==> config.mk <==
export PLATFORM = sky130hd
export DESIGN_NAME = dr_ripple_adder
export DESIGN_NICKNAME = d
export VERILOG_FILES = /design/src/rtl/dr_adder_pkg.sv /design/src/rtl/dr_carry_cell.sv /design/src/rtl/dr_done_tree.sv /design/src/rtl/dr_step_counter.sv /design/src/rtl/dr_ripple_adder.sv
export SDC_FILE = /design/constraint.sdc
export NUM_CORES = 1
export LEC_CHECK = 0
export BUFFER_PORTS_ARGS = -buffer_cell sky130_fd_sc_hd__clkbuf_2
export CAP_MARGIN = 25
export CORE_UTILIZATION = 40
export DETAILED_ROUTE_END_ITERATION = 6
export PLACE_DENSITY = 0.59
export RECOVER_POWER = 25
export REMOVE_ABC_BUFFERS = 1
export SETUP_SLACK_MARGIN = 0.1
export SKIP_LAST_GASP = 1
export SYNTH_ARGS = -nofsm -noshare
export SYNTH_HDL_FRONTEND = slang
export SYNTH_SLANG_ARGS = --single-unit
==> constraint.sdc <==
create_clock -name clk_i -period 3.05 [get_ports clk_i]
set_input_delay 0.305 -clock clk_i [delete_from_list [all_inputs] [get_ports clk_i]]
set_output_delay 0.305 -clock clk_i [all_outputs]
set_load 0.01 [all_outputs]
==> src/rtl/dr_adder_pkg.sv <==
package dr_adder_pkg;
  typedef enum logic [1:0] {
    RAIL_EMPTY = 2'b00,
    RAIL_FALSE = 2'b01,
    RAIL_TRUE  = 2'b10
  } rail_t;
endpackage

==> src/rtl/dr_carry_cell.sv <==
module dr_carry_cell
  import dr_adder_pkg::*;
(
  input  logic  clk_i,
  input  logic  rst_ni,
  input  logic  clr_i,
  input  logic  step_i,
  input  logic  a_i,
  input  logic  b_i,
  input  rail_t below_i,
  output rail_t carry_o
);
  always_ff @(posedge clk_i or negedge rst_ni) begin
    if (!rst_ni) begin
      carry_o <= RAIL_EMPTY;
    end else if (clr_i) begin
      carry_o <= RAIL_EMPTY;
    end else if (step_i && carry_o == RAIL_EMPTY) begin
      // generate/kill settles at once, propagate waits for the pair below
      if (a_i == b_i) carry_o <= a_i ? RAIL_TRUE : RAIL_FALSE;
      else if (below_i != RAIL_EMPTY) carry_o <= below_i;
    end
  end
endmodule

==> src/rtl/dr_done_tree.sv <==
module dr_done_tree #(
  parameter int unsigned N = 17
) (
  input  logic [N-1:0] valid_i,
  output logic         all_o
);
  localparam int unsigned HALF = N / 2;

  generate
    if (N == 1) begin : g_leaf
      assign all_o = valid_i[0];
    end else begin : g_split
      logic lo_all, hi_all;
      dr_done_tree #(.N(HALF)) i_lo (
        .valid_i(valid_i[HALF-1:0]),
        .all_o  (lo_all)
      );
      dr_done_tree #(.N(N - HALF)) i_hi (
        .valid_i(valid_i[N-1:HALF]),
        .all_o  (hi_all)
      );
      assign all_o = lo_all & hi_all;
    end
  endgenerate
endmodule

==> src/rtl/dr_step_counter.sv <==
module dr_step_counter #(
  parameter int unsigned CW = 5
) (
  input  logic          clk_i,
  input  logic          rst_ni,
  input  logic          clr_i,
  input  logic          en_i,
  output logic [CW-1:0] count_o
);
  always_ff @(posedge clk_i or negedge rst_ni) begin
    if (!rst_ni)     count_o <= '0;
    else if (clr_i)  count_o <= '0;
    else if (en_i)   count_o <= count_o + 1'b1;
  end
endmodule

==> src/rtl/dr_ripple_adder.sv <==
module dr_ripple_adder
  import dr_adder_pkg::*;
#(
  parameter int unsigned WIDTH = 16,
  localparam int unsigned CW = $clog2(WIDTH + 2)
) (
  input  logic             clk_i,
  input  logic             rst_ni,
  input  logic             start_i,
  input  logic [WIDTH-1:0] a_i,
  input  logic [WIDTH-1:0] b_i,
  input  logic             cin_i,
  output logic [WIDTH-1:0] sum_o,
  output logic             cout_o,
  output logic             done_o,
  output logic [CW-1:0]    steps_o
);
  localparam int unsigned NPAIR = WIDTH + 1;

  logic [WIDTH-1:0]     a_q, b_q;
  logic                 cin_q, busy_q;
  rail_t                chain [NPAIR];
  logic [NPAIR-1:0]     chain_valid;
  logic [2*NPAIR-1:0]   chain_flat;
  logic                 step_en;

  always_ff @(posedge clk_i or negedge rst_ni) begin
    if (!rst_ni) begin
      a_q    <= '0;
      b_q    <= '0;
      cin_q  <= 1'b0;
      busy_q <= 1'b0;
    end else if (start_i) begin
      a_q    <= a_i;
      b_q    <= b_i;
      cin_q  <= cin_i;
      busy_q <= 1'b1;
    end else if (done_o) begin
      busy_q <= 1'b0;
    end
  end

  assign step_en = busy_q;

  // carry-in enters as a position with equal bits, so it settles on step 1
  dr_carry_cell i_cin_cell (
    .clk_i  (clk_i),
    .rst_ni (rst_ni),
    .clr_i  (start_i),
    .step_i (step_en),
    .a_i    (cin_q),
    .b_i    (cin_q),
    .below_i(RAIL_EMPTY),
    .carry_o(chain[0])
  );

  for (genvar i = 0; i < WIDTH; i++) begin : g_bit
    dr_carry_cell i_cell (
      .clk_i  (clk_i),
      .rst_ni (rst_ni),
      .clr_i  (start_i),
      .step_i (step_en),
      .a_i    (a_q[i]),
      .b_i    (b_q[i]),
      .below_i(chain[i]),
      .carry_o(chain[i+1])
    );
    assign sum_o[i] = a_q[i] ^ b_q[i] ^ (chain[i] == RAIL_TRUE);
  end

  for (genvar k = 0; k < NPAIR; k++) begin : g_pair
    assign chain_valid[k]      = (chain[k] != RAIL_EMPTY);
    assign chain_flat[2*k +: 2] = chain[k];
  end

  dr_done_tree #(.N(NPAIR)) i_done_tree (
    .valid_i(chain_valid),
    .all_o  (done_o)
  );

  dr_step_counter #(.CW(CW)) i_steps (
    .clk_i  (clk_i),
    .rst_ni (rst_ni),
    .clr_i  (start_i),
    .en_i   (busy_q && !done_o),
    .count_o(steps_o)
  );

  assign cout_o = (chain[WIDTH] == RAIL_TRUE);
endmodule

# ---- Yosys cells after proc, flatten, opt, wreduce, memory -nomap -nowiden
# Index checks and enable logic that the tools add are counted.
dict set report classes {
  mux 87
  n_eq_ne 33
  n_reduce_logical 104
  add_sub_neg 1
  bitwise_logic 48
}
# op count
set ops {}
lappend ops {{2-bit 2-to-1 mux} 83}
lappend ops {{2-bit nonzero test} 36}
lappend ops {{3-bit nonzero test} 16}
lappend ops {{2-bit == test, second input constant} 17}
lappend ops {{2-bit zero test} 17}
lappend ops {{2-bit AND reduction} 16}
lappend ops {{1-bit XOR} 32}
lappend ops {{1-bit logical AND} 18}
lappend ops {{1-bit bitwise AND} 16}
lappend ops {{1-bit == test} 16}
lappend ops {{5-bit 2-to-1 mux} 2}
lappend ops {{5-bit by 1-bit adder with 5-bit output, second input constant} 1}
lappend ops {{1-bit 2-to-1 mux} 2}
lappend ops {{1-bit zero test} 1}
dict set report word_totals {
  output_inout_bits 23
  in_bits 36
  ff_bits 73
  elab_cells 295
}

# ---- Longest topological paths before layout
dict set report depth {
  ltp_word 10
  mapped_depth 5
}

# ---- Hierarchy
# From an unflattened synthesis, not the netlist that was laid out.
dict set report hier_totals {
  cells_unflattened 399
  hier_area_um2 4221.5
}
# module seq_area_each_um2 cells_per_inst instances area_per_inst_um2
set modules_own_cells {}
lappend modules_own_cells {dr_ripple_adder 850.8 140 1 1911.8}
lappend modules_own_cells {dr_carry_cell 50.0 12 17 107.6}
lappend modules_own_cells {dr_step_counter 125.1 22 1 252.7}
lappend modules_own_cells {{dr_done_tree at i_done_tree.g_split.i_hi.g_split.i_hi.g_split.i_hi.g_split.i_hi.g_split.i_hi ...} 0.0 1 17 7.5}
lappend modules_own_cells {{dr_done_tree at i_done_tree ...} 0.0 1 16 6.3}

# ---- Worst setup path before layout
# No wires, ideal clock.
dict set report synth_path {
  path_type {register to register}
  from {register g_bit[1].i_cell.carry_o[0]}
  to {register i_steps.count_o[2]}
  path_slack_ns 1.565
  setup_time_ns 0.126
  path_stages_with_launch 6
  arrival_ns 1.359
  period_less_slack_ns 1.485
  required_time_ns 2.924
  path_buffers 0
  path_cell_list {dfrtp_1 > nor2_1 > nor4_2 > and4_4 > and2_1 > a311o_1}
}
dict set report synth_via {
  elab_chain_cells 8
}
# element line
set synth_lines {}
lappend synth_lines {{start, declared} dr_carry_cell.sv:11} ;# output rail_t carry_o
lappend synth_lines {{start signal, assigned} dr_carry_cell.sv:20} ;# if (a_i == b_i) carry_o <= a_i ? RAIL_TRUE : RAIL_FALSE;
lappend synth_lines {{start signal, assigned} dr_carry_cell.sv:21} ;# else if (below_i != RAIL_EMPTY) carry_o <= below_i;
lappend synth_lines {{2-bit nonzero test} dr_ripple_adder.sv:72} ;# assign chain_valid[k] = (chain[k] != RAIL_EMPTY);
lappend synth_lines {{1-bit bitwise AND (4 in a row)} dr_done_tree.sv:22} ;# assign all_o = lo_all & hi_all;
lappend synth_lines {{named net done_o} dr_ripple_adder.sv:15} ;# output logic done_o,
lappend synth_lines {{1-bit zero test} dr_ripple_adder.sv:85} ;# .en_i (busy_q && !done_o),
lappend synth_lines {{1-bit logical AND} dr_ripple_adder.sv:85}
lappend synth_lines {{2-bit nonzero test (no source line)} --}
lappend synth_lines {{end signal, assigned} dr_step_counter.sv:13} ;# else if (en_i) count_o <= count_o + 1'b1;
lappend synth_lines {{end, declared} dr_step_counter.sv:8} ;# output logic [CW-1:0] count_o
# The timed path passes the listed nets, and every way through them passes these cells.
# A chain may end at the register's enable or synchronous reset.

==> flow_metrics.env <==
export IMPL_final_cell_count_no_fill=544
export IMPL_data_required_time_of_the_worst_path_ps=3170
export IMPL_grt_setup_unrepaired="false"
export IMPL_detailedPlacementHpwl_mm=5.19
export IMPL_crit_path_start_kind="input port"
export IMPL_dr_total_vias=2804
export IMPL_floorplan_die_area_mm2=0.00949
export IMPL_io_pin_count=59
export IMPL_cts_path_max_buffers=2
export IMPL_fmaxAchievable_ghz=0.469
export IMPL_final_setup_viol_count=0
export IMPL_final_core_utilization_pct=48.3
export IMPL_period_needed_ps=2130
export IMPL_postPlaceCellArea_mm2=0.00406
export IMPL_critical_path_class="input port to asynchronous set/reset pin"
export IMPL_synth_edf_count=0
export IMPL_synth_lib_cells_used_distinct=29
export IMPL_outcome="complete, but fails checks"
export IMPL_violations="max-capacitance violations, max-slew violations"
export IMPL_worstSkewPairLatency_ps=350
export IMPL_final_setup_skew_ps=8.07
export IMPL_first_pass_detailed_route_iteration_total=4
export IMPL_total_standard_cell_area_after_synthesis_mm2=0.00364
export IMPL_yosysWarnings=0
export IMPL_timing_critical_path_from="rst_ni"
export IMPL_die_height_um=97.4
export IMPL_synth_ff_type="sky130_fd_sc_hd__dfrtp_1"
export IMPL_min_period_over_period_pct=69.8
export IMPL_setup_worst_path_end="g_bit[9].i_cell.carry_o[1]"
export IMPL_final_layout_size_suffix_gt1_share_pct=25.5
export IMPL_reg2reg_setup_slack_ps=1390
export IMPL_storage_cell_area_mm2=0.00183
export IMPL_global_route_usage_total_pct=16.7
export IMPL_power_density_mw_per_mm2=617
export IMPL_rr_startpoint="g_bit[9].i_cell.carry_o[1]"
export IMPL_multiInputGateArea_mm2=0.00173
export IMPL_cts_buffers_inserted=9
export IMPL_synth_yosys_seq_area_share_pct=50.2
export IMPL_number_of_antenna_violations_at_the_first_check_in_global_routing=0
export IMPL_antenna_cells_inserted=0
export IMPL_final_area_mm2=0.00424
export IMPL_place_port_buffers=58
export IMPL_dieWidth_um=97.4
export IMPL_cts_tree="done"
export IMPL_tns_ps=0
export IMPL_post_drt_via_cell_ratio=5.15
export IMPL_route_detailed_wl_per_inst_um=13.7
export IMPL_reg2reg_to="i_steps.count_o[3]"
export IMPL_worst_endpoint_arrival_ps=2250
export IMPL_hold_violations=0
export IMPL_ff2ff_path_depth=5
export IMPL_number_of_max_slew_violations_in_the_final_report=74
export IMPL_wire_length_of_the_first_global_routing_pass_mm=12.6
export IMPL_area_of_the_core_region_mm2=0.00876
export IMPL_vdd_ir_drop_worst_mv=0.203
export IMPL_reg_clk_slew_reported_paths_ps=70
export IMPL_max_cap_viol_count=1
export IMPL_tightestPinTransition_ps=1790
export IMPL_detail_route_iter0_violations=131
export IMPL_maxSlewHeadroom_pct=-19.5
export IMPL_finalWirelength_mm=7.45
export IMPL_post_route_drc_count=0
export IMPL_postSynthCellCount=370
export IMPL_min_delay_path_class="input port to flip-flop"
export IMPL_critPathCaptureType="asynchronous set/reset pin"
export IMPL_place_inst=527
export IMPL_postSynthRegisterBits=73
export IMPL_std_cell_rows=34
export IMPL_grt_overflow_total=0
export IMPL_pin_count_of_the_biggest_net_entering_global_routing=74
export IMPL_post_cts_gate_resize_count=0
export IMPL_start_util_pct=41.6
export IMPL_filler_cell_count=847
export IMPL_ys_async_sr_fraction_pct=100
export IMPL_cellLeakagePower_nw=1.93
export IMPL_cts_root_buf="sky130_fd_sc_hd__clkbuf_8"
export IMPL_nNetsFinal=468
export IMPL_syn_to_final_growth_pct=16.3
export IMPL_clock_sink_count=73
export IMPL_antenna_violating_nets_post_route=0
export IMPL_critPathMaxFanout=73
export IMPL_postSynthAreaPerCell_um2=9.84
export IMPL_routabilityCongestion=0.734
export IMPL_cts_htree_levels=3
export IMPL_vias_in_the_first_global_route=2741
[cell usage after synthesis, types with 2 or more instances]
cell type / count / share of area, %
sky130_fd_sc_hd__dfrtp_1: 73 / 50
sky130_fd_sc_hd__nor2_1: 55 / 5.7
sky130_fd_sc_hd__nand2_1: 46 / 4.7
sky130_fd_sc_hd__a31oi_1: 33 / 5.7
sky130_fd_sc_hd__xnor2_1: 32 / 7.7
sky130_fd_sc_hd__o21ai_0: 31 / 4.3
sky130_fd_sc_hd__mux2_2: 27 / 8.3
sky130_fd_sc_hd__nor2b_1: 15 / 2.6
sky130_fd_sc_hd__inv_1: 10 / 1.0
sky130_fd_sc_hd__clkbuf_1: 9 / 0.93
sky130_fd_sc_hd__maj3_1: 7 / 1.9
sky130_fd_sc_hd__a21oi_1: 4 / 0.55
sky130_fd_sc_hd__and2b_1: 4 / 0.82
sky130_fd_sc_hd__buf_1: 3 / 0.31
sky130_fd_sc_hd__nand4_1: 3 / 0.52
sky130_fd_sc_hd__a211oi_1: 2 / 0.41
sky130_fd_sc_hd__a311o_1: 2 / 0.55
sky130_fd_sc_hd__mux2_4: 2 / 0.82
sky130_fd_sc_hd__nor4_1: 2 / 0.34
[state kept, by name, summed over array words and instances, names as in the netlist]
| signal | count |
|---|---|
| busy_q | 1 |
| i_steps.count_o | 5 |
| a_q | 16 |
| i_cin_cell.carry_o | 2 |
| b_q | 16 |
| cin_q | 1 |
| g_bit.i_cell.carry_o | 32 |
[critical path: stages]
cell and delay [ps]:
sky130_fd_sc_hd__dlygate4sd3_1 520, sky130_fd_sc_hd__buf_2 100, sky130_fd_sc_hd__clkbuf_2 1260
[power breakdown]
group          switching, mW  internal (mW)  leakage (nW)
clock                  0.359          0.335        0.0911
sequential             0.136           1.09         0.912
combinational          0.363          0.325         0.928
total                  0.858           1.75          1.93
[layout make-up]
type / count / area share (%)
Sequential cell: 73 / 43.1
Multi-Input combinational cell: 274 / 40.8
Timing Repair Buffer: 63 / 7.74
Clock buffer: 11 / 3.57
Tap cell: 108 / 3.19
Inverter: 10 / 0.886
Clock inverter: 5 / 0.709
[per-layer routing]
layer	part of all wire (%)	global-route usage [%]	wire, um	vias up
li1	-	-	-	1388
met1	47	22.0	3530	1361
met2	47	26.7	3540	43
met3	3.1	2.81	232	12
met4	2.0	8.26	150	0
met5	0	0	0	-
[layout by cell type (no fill, tap or decap), types with 4 or more instances in the layout]
| master | instances |
|---|---|
| sky130_fd_sc_hd__a21oi_1 | 4 |
| sky130_fd_sc_hd__a31oi_1 | 33 |
| sky130_fd_sc_hd__and2b_1 | 4 |
| sky130_fd_sc_hd__clkbuf_2 | 58 |
| sky130_fd_sc_hd__clkbuf_8 | 11 |
| sky130_fd_sc_hd__dfrtp_1 | 73 |
| sky130_fd_sc_hd__inv_1 | 10 |
| sky130_fd_sc_hd__maj3_1 | 7 |
| sky130_fd_sc_hd__mux2_2 | 27 |
| sky130_fd_sc_hd__nand2_1 | 46 |
| sky130_fd_sc_hd__nor2_1 | 55 |
| sky130_fd_sc_hd__nor2b_1 | 15 |
| sky130_fd_sc_hd__o21ai_0 | 31 |
| sky130_fd_sc_hd__xnor2_1 | 32 |
[worst min path at each step]
stage / start / endpoint / slack, ps / cells after the start
6_report: a_i[1] / a_q[1] / 160 / 3
5_1_grt: a_i[1] / a_q[1] / 170 / 3
3_5_place_dp: rst_ni / a_q[11] / 370 / 2
3_3_place_gp: rst_ni / a_q[10] / 370 / 2
4_1_cts: b_i[1] / b_q[1] / 150 / 3
2_1_floorplan: rst_ni / a_q[0] / 9 / 0
[kinds of logic after synthesis]
family	after synthesis	synth area share [%]
flip-flops	73	50.2
XOR/XNOR	32	7.69
buffers and inverters	23	2.40
AO/OA/AOI/OAI	73	11.7
AND/OR/NAND/NOR	131	16.3
multiplexers	30	9.45
adder cells (fa/ha/maj)	8	2.27
[timing repair]
item	in CTS	in global routing
endpoints found under the hold margin	16	0
setup buffers	0	0
hold buffers	1	0
[through the flow]
step	power, mW	hold slack (ps)	worst slack (ps)
finish	2.61	161	920
global route	2.78	167	541
CTS	2.64	151	891
detailed placement	1.94	371	1280
global placement	1.93	371	1300
floorplan	1.69	9.41	1430
(Power assumes the default switching activity.)
